`config.mk`:
```
export PLATFORM = sky130hd
export DESIGN_NAME = blit_engine
export DESIGN_NICKNAME = d
export VERILOG_FILES = /design/src/rtl/blit_pkg.sv /design/src/rtl/blit_axis.sv /design/src/rtl/blit_irq.sv /design/src/rtl/blit_engine.sv
export SDC_FILE = /design/constraint.sdc
export NUM_CORES = 1
export LEC_CHECK = 0
export BUFFER_PORTS_ARGS = -buffer_cell sky130_fd_sc_hd__buf_4
export CORE_ASPECT_RATIO = 1.25
export CORE_MARGIN = 2
export CORE_UTILIZATION = 50
export CTS_BUF_LIST = sky130_fd_sc_hd__clkbuf_8
export CTS_CLUSTER_DIAMETER = 150
export DETAILED_ROUTE_END_ITERATION = 6
export PLACE_DENSITY = 0.79
export REMOVE_ABC_BUFFERS = 1
export SETUP_SLACK_MARGIN = 0.02
export SLEW_MARGIN = 0
export SYNTH_ARGS = -nofsm -noshare
export SYNTH_HDL_FRONTEND = slang
export SYNTH_SLANG_ARGS = --single-unit
export TNS_END_PERCENT = 30
```
`constraint.sdc`:
```
create_clock -name clk -period 2.5 [get_ports clk]
set_clock_uncertainty 0.2 [all_clocks]
set_input_delay 0.125 -clock clk [delete_from_list [all_inputs] [get_ports clk]]
set_output_delay 0.125 -clock clk [all_outputs]
set_load 0.05 [all_outputs]
```
`src/rtl/blit_pkg.sv`:
```
// Shared definitions for the sprite blitter.
// Assumes: coordinates are unsigned and wrap modulo 2**width.
package blit_pkg;

    // Direction in which a source coordinate is walked
    typedef enum logic {
        WALK_UP   = 1'b0,
        WALK_DOWN = 1'b1
    } walk_dir_e;

    // Next source coordinate for one step in the given direction
    function automatic logic [15:0] walk_next(input logic [15:0] pos, input walk_dir_e dir);
        return (dir == WALK_DOWN) ? pos - 16'd1 : pos + 16'd1;
    endfunction

endpackage

```
`src/rtl/blit_axis.sv`:
```
// One axis of the blitter: a source coordinate that walks up or down,
// a destination coordinate that walks up with one extra carry bit for
// edge detection, and a count of steps left in the span.
// Assumes: start is never asserted with a zero magnitude, and advance is
// never asserted together with last (the owner reloads instead).
module blit_axis
    import blit_pkg::*;
#(
    parameter int CW = 7
) (
    input  logic          clk,
    input  logic          rst_n,
    input  logic          start,
    input  logic          restart,
    input  logic          advance,
    input  logic [CW-1:0] org_src,
    input  logic [CW:0]   org_dst,
    input  logic [CW:0]   span,
    output logic [CW-1:0] src_pos,
    output logic [CW-1:0] dst_pos,
    output logic          outside,
    output logic          last
);

    logic [CW-1:0] src_org_q;
    logic [CW-1:0] dst_org_q;
    logic [CW-1:0] mag_q;
    walk_dir_e     dir_q;
    logic          clip_q;

    logic [CW-1:0] src_q;
    logic [CW:0]   dst_q;
    logic [CW-1:0] left_q;
    logic [15:0]   src_step;

    // Keep the origin and options of the span for reloads
    always_ff @(posedge clk) begin
        if (!rst_n) begin
            src_org_q <= '0;
            dst_org_q <= '0;
            mag_q     <= '0;
            dir_q     <= WALK_UP;
            clip_q    <= 1'b0;
        end else if (start) begin
            src_org_q <= org_src;
            dst_org_q <= org_dst[CW-1:0];
            mag_q     <= span[CW-1:0];
            dir_q     <= walk_dir_e'(span[CW]);
            clip_q    <= org_dst[CW];
        end
    end

    assign src_step = walk_next(16'(src_q), dir_q);

    // Load, reload or step the position and remaining-count counters
    always_ff @(posedge clk) begin
        if (!rst_n) begin
            src_q  <= '0;
            dst_q  <= '0;
            left_q <= '0;
        end else if (start) begin
            src_q  <= org_src;
            dst_q  <= {1'b0, org_dst[CW-1:0]};
            left_q <= span[CW-1:0];
        end else if (restart) begin
            src_q  <= src_org_q;
            dst_q  <= {1'b0, dst_org_q};
            left_q <= mag_q;
        end else if (advance) begin
            src_q  <= src_step[CW-1:0];
            dst_q  <= dst_q + 1'b1;
            left_q <= left_q - 1'b1;
        end
    end

    assign src_pos = src_q;
    assign dst_pos = dst_q[CW-1:0];
    assign outside = clip_q & dst_q[CW];
    assign last    = (left_q == CW'(1));


    adv_not_last_chk: assert property (@(posedge clk) disable iff (!rst_n)
        advance |-> !last);


    adv_keeps_count_chk: assert property (@(posedge clk) disable iff (!rst_n)
        (advance && !start && !restart) |=> left_q != '0);

endmodule

```
`src/rtl/blit_irq.sv`:
```
// Completion interrupt latch: set by the engine, cleared by an acknowledge.
// Assumes: a set and an acknowledge in the same cycle leave it set.
module blit_irq (
    input  logic clk,
    input  logic rst_n,
    input  logic set,
    input  logic ack,
    output logic irq
);

    logic irq_q;

    // Hold the request until it is acknowledged
    always_ff @(posedge clk) begin
        if (!rst_n)   irq_q <= 1'b0;
        else if (set) irq_q <= 1'b1;
        else if (ack) irq_q <= 1'b0;
    end

    assign irq = irq_q;


    irq_hold_chk: assert property (@(posedge clk) disable iff (!rst_n)
        (irq && !ack) |=> irq);


    irq_no_self_rise_chk: assert property (@(posedge clk) disable iff (!rst_n)
        (!irq && !set) |=> !irq);

endmodule

```
`src/rtl/blit_engine.sv`:
```
// Rectangular sprite blitter top. Walks a rectangle in row-major order,
// issuing one graphics read per clock and writing the returned pixel to
// the framebuffer one cycle later.
// Assumes: graphics memory returns read data one clock after the address;
// the framebuffer accepts one write per clock.
module blit_engine #(
    parameter int CW = 7,
    parameter int PW = 8
) (
    input  logic              clk,
    input  logic              rst_n,
    input  logic              start,
    input  logic [CW-1:0]     src_x,
    input  logic [CW-1:0]     src_y,
    input  logic [CW:0]       dst_x,
    input  logic [CW:0]       dst_y,
    input  logic [CW:0]       size_w,
    input  logic [CW:0]       size_h,
    input  logic              transp_en,
    input  logic              irq_en,
    input  logic              irq_ack,
    input  logic              gfx_page,
    input  logic              fb_half,
    output logic [2*CW:0]     gfx_raddr,
    input  logic [PW-1:0]     gfx_rdata,
    output logic [2*CW:0]     fb_waddr,
    output logic [PW-1:0]     fb_wdata,
    output logic              fb_we,
    output logic              busy,
    output logic              irq
);

    localparam int AW = 2 * CW + 1;

    logic          run_q;
    logic          page_q, half_q, transp_q;
    logic          empty, go, go_empty;
    logic          row_end, finish;
    logic          x_last, y_last, x_out, y_out;
    logic [CW-1:0] x_src, y_src, x_dst, y_dst;

    logic          wr_valid_q, wr_last_q, wr_clip_q;
    logic [AW-1:0] wr_addr_q;

    assign empty    = (size_w[CW-1:0] == '0) || (size_h[CW-1:0] == '0);
    assign go       = start && !busy && !empty;
    assign go_empty = start && !busy && empty;
    assign row_end  = run_q && x_last;
    assign finish   = row_end && y_last;

    // Horizontal axis: steps every pixel, reloads at each row end
    blit_axis #(.CW(CW)) u_axis_x (
        .clk     (clk),
        .rst_n   (rst_n),
        .start   (go),
        .restart (row_end),
        .advance (run_q && !x_last),
        .org_src (src_x),
        .org_dst (dst_x),
        .span    (size_w),
        .src_pos (x_src),
        .dst_pos (x_dst),
        .outside (x_out),
        .last    (x_last)
    );

    // Vertical axis: steps once per completed row
    blit_axis #(.CW(CW)) u_axis_y (
        .clk     (clk),
        .rst_n   (rst_n),
        .start   (go),
        .restart (1'b0),
        .advance (row_end && !y_last),
        .org_src (src_y),
        .org_dst (dst_y),
        .span    (size_h),
        .src_pos (y_src),
        .dst_pos (y_dst),
        .outside (y_out),
        .last    (y_last)
    );

    // Running flag: set by an accepted start, cleared after the last read
    always_ff @(posedge clk) begin
        if (!rst_n)      run_q <= 1'b0;
        else if (go)     run_q <= 1'b1;
        else if (finish) run_q <= 1'b0;
    end

    // Capture the per-copy memory selects and transparency at start
    always_ff @(posedge clk) begin
        if (!rst_n) begin
            page_q   <= 1'b0;
            half_q   <= 1'b0;
            transp_q <= 1'b0;
        end else if (go) begin
            page_q   <= gfx_page;
            half_q   <= fb_half;
            transp_q <= transp_en;
        end
    end

    assign gfx_raddr = {page_q, y_src, x_src};

    // Write stage: line up the destination with the returning read data
    always_ff @(posedge clk) begin
        if (!rst_n) begin
            wr_valid_q <= 1'b0;
            wr_last_q  <= 1'b0;
            wr_clip_q  <= 1'b0;
            wr_addr_q  <= '0;
        end else begin
            wr_valid_q <= run_q;
            wr_last_q  <= finish;
            wr_clip_q  <= x_out || y_out;
            wr_addr_q  <= {half_q, y_dst, x_dst};
        end
    end

    assign fb_waddr = wr_addr_q;
    assign fb_wdata = gfx_rdata;
    assign fb_we    = wr_valid_q && !wr_clip_q && !(transp_q && (gfx_rdata == '0));
    assign busy     = run_q || wr_valid_q;

    // Completion interrupt
    blit_irq u_irq (
        .clk   (clk),
        .rst_n (rst_n),
        .set   (irq_en && ((wr_valid_q && wr_last_q) || go_empty)),
        .ack   (irq_ack),
        .irq   (irq)
    );


    we_only_busy_chk: assert property (@(posedge clk) disable iff (!rst_n)
        fb_we |-> wr_valid_q);


    run_stops_chk: assert property (@(posedge clk) disable iff (!rst_n)
        finish |=> !run_q);


    no_write_after_last_chk: assert property (@(posedge clk) disable iff (!rst_n)
        (wr_valid_q && wr_last_q) |=> !fb_we);


    start_ignored_chk: assert property (@(posedge clk) disable iff (!rst_n)
        (run_q && start && !finish) |=> run_q);


    empty_no_busy_chk: assert property (@(posedge clk) disable iff (!rst_n)
        go_empty |=> !busy);

endmodule

```
==> results.md <==
* Hold_ws at roughly 12 ps
* Kind of critical path: reg2reg
* Synth area leader: dfxtp_1
* Status: completed
* Slowest cell on the critical path: or4_1
* Routed len/inst at about 15 um
* Die Area at 9960 um^2
* Hold Vio Cnt, Final at 0
* PortBufs at around 100
* CP cell instances: or4_1 > nor2_1 > o21ai_0 > a221o_1 > a21oi_1
* Critical path's top delay family: simple AND/OR/NAND/NOR gates
* Nets at ~790
* Via density at ~5.6
* Fillers at between 700 and 800
* RePlAce Congestion at around 0.9
* Commonest cells in the netlist: dfxtp_1 (92), nand2_1 (89), a21oi_1 (59)
* Synth top area cells: dfxtp_1 (40%), nand2_1 (7.3%), a21oi_1 (6.4%)
* Top_reg_cell synth: dfxtp_1
* CP max FO at 6
* Power per cell area at 604 nW/um^2
* CTS Root Cell: clkbuf_8
* Multi-input combinational cell area at about 2500 um^2
* Total track usage at 0.258
* Slew Limit Fails at 0
* WHS Endpoint: u_axis_x.mag_q[1]
* Die Ht at roughly 110 um
* Syn Std Cell Area at 4590 um^2
* CTS Buf Count at 9
* CP peak stage delay at about 620 ps
* Fin crit period at around 2300 ps
* Synth Register Bits at 92
* Worst slew margin at 0.678
* R2r setup slk at around 200 ps
* Post-layout utilization of the core at 0.691
* Worst endpoint required time at ~2600 ps
* Clock sinks at 92
* Post-Route WL at ~13000 um
* Period utilisation layout at 0.918
* HP Class: in2reg
* VDD IR max at about 0.28 mV
* Drt pass-1 iters at 4
* MaxCap Viol Count at 0
* Worst skew pair latency at between 300 and 400 ps
* Synth Instances at 556
* Synth unique cells at 56
* Leak at 2.62 nW
* Initial DRC count at 205
* Final TNS setup at 0 ps
* Worst Path Arrival at 2400 ps
* First-pass GRT wire length at ~20000 um
* Yosys warnings at 0
* # placed instances at around 770
* CP bufs+invs at 0
* Worst Setup End Kind: register
* # rows at 39
* Pin count of the biggest net entering global routing at a little under 50
* DR vias at ~4600
* Post-synthesis sequential area ratio at 0.401
* Reg-to-Reg Start: u_axis_x.left_q[3]
* Max frequency at between 0.4 and 0.5 GHz
* Detail Route Antenna Nets at 0
* Cell with the most instances after synthesis: dfxtp_1
* Tot Pwr at between 0.003 and 0.004 W
* Initial antenna violation count at 0
* Clk pin slew, worst setup/hold paths at 90 ps
* RSZ-0062 raised after global routing: false
* CTS tree: yes
* Avg Cell Area, Syn at slightly above 8 um^2
* Reg-to-reg critical path endpoint: u_axis_x.dst_q[2]
* Sequential cell area at between 1500 and 2000 um^2
* Hold Path Depth at 3
* Crit path launch type: register
* Tightest Pin Transition at 482 ps
* Layout cells sized above 1 at 0.221
* Critical path origin: u_axis_x.left_q[3]
* Share of the synthesized area in the top cell type at 0.401
* N_diodes at 0
* Hold wc startpoint: rst_n
* Asr flop ratio synth at 0
* Final HPWL DP at approximately 8900 um
* Number of global-route vias before repair at between 4000 and 5000
* Drc violations at 0
* Post-CTS Setup Inserts at 0
* I/O pin cnt at slightly above 100
* Post-synth EDFFs at 0
* Grt total ovfl at 0
* Final-report setup violation count at 0
* Worst R2R Path Depth at 5
* Die Wd at around 90 um
* Area grow syn2layout at 35.9%
* Layout Cells excl Fill at around 830
* Core area at between 9000 and 10000 um^2
* H-tree depth at 3
* Max clock buf depth at 2
* Initial core utilization at 0.508
==> worst max-delay path by stage <==
stage	to	cells past startpoint
after floorplan	u_axis_x.src_pos[6]	5
after global placement	u_axis_y.src_pos[6]	6
after detailed placement	u_axis_y.src_pos[6]	7
after CTS	u_axis_y.src_pos[6]	7
after global routing	u_axis_y.src_pos[1]	7
final	u_axis_x.dst_q[2]	5
==> timing repair <==
item | 4_1_cts | 5_1_grt
endpoints found under the hold margin | 71 | 0
endpoints found under the setup margin | 0 | 1
resized for setup | 0 | 1
hold buffers | 51 | 0
==> stage by stage <==
step | instance area (um^2) | setup WS [ps]
after floorplan | 4390 | -867
after global placement | 5550 | 162
after detailed placement | 5550 | 118
after CTS | 6230 | 111
after global routing | 6240 | 70.6
final | 6240 | 205
==> kinds of logic (layout without fill, tap and decap cells) <==
group	count (synthesis)	after routing	share of synthesized area
AO/OA/AOI/OAI	162	162	0.228
adder cells (fa/ha/maj)	18	18	0.0524
AND/OR/NAND/NOR	195	195	0.208
XOR/XNOR	14	14	0.0267
buffers and inverters	65	219	0.0614
flip-flops	92	92	0.401
multiplexers	10	10	0.0226
==> cell type report <==
| class | count | share of cell area |
|---|---|---|
| Clock buffer | 10 | 0.0221 |
| Clock inverter | 6 | 0.00642 |
| Multi-Input combinational cell | 399 | 0.396 |
| Sequential cell | 92 | 0.296 |
| Inverter | 23 | 0.0138 |
| Timing Repair Buffer | 180 | 0.241 |
| Tap cell | 123 | 0.0247 |
==> worst min-delay path: cells and delay by family <==
kind,cells,cell delay (ps)
AOI/OAI and AO/OA,1,170
buffers and inverters,2,250
==> registers in the layout, indices dropped and copies added (netlist names), 7 cells and up <==
signal,flops
u_axis_y.src_pos,7
u_axis_x.dst_org_q,7
u_axis_y.dst_q,8
u_axis_x.mag_q,7
u_axis_x.left_q,7
u_axis_x.src_pos,7
fb_waddr,15
u_axis_x.src_org_q,7
u_axis_y.left_q,7
u_axis_x.dst_q,8
==> where the power goes <==
part           switching, W  internal (W)
clock              0.000543      0.000389
combinational      0.000647      0.000486
sequential         0.000109       0.00159
total               0.00130       0.00247
==> layout by cell type (no fill, tap or decap), types with 10 or more instances in the layout <==
cell / synthesis / layout
and2_1: 14 / 14
nor2_1: 18 / 18
nand3_1: 11 / 10
xnor2_1: 11 / 11
clkbuf_8: 0 / 10
nor3_1: 22 / 22
ha_1: 16 / 16
dfxtp_1: 92 / 91
dlygate4sd3_1: 0 / 51
nand2_1: 89 / 89
buf_4: 9 / 127
a31oi_1: 13 / 13
o21ai_0: 26 / 26
a21oi_1: 59 / 59
inv_1: 23 / 24
==> per-layer routing <==
metal | global-route usage | wire [um]
met1 | 0.319 | 5380
met2 | 0.429 | 6180
met3 | 0.0395 | 770
met4 | 0.119 | 366
met5 | 0 | 0
Note: power is estimated with default switching activity, not from simulation.
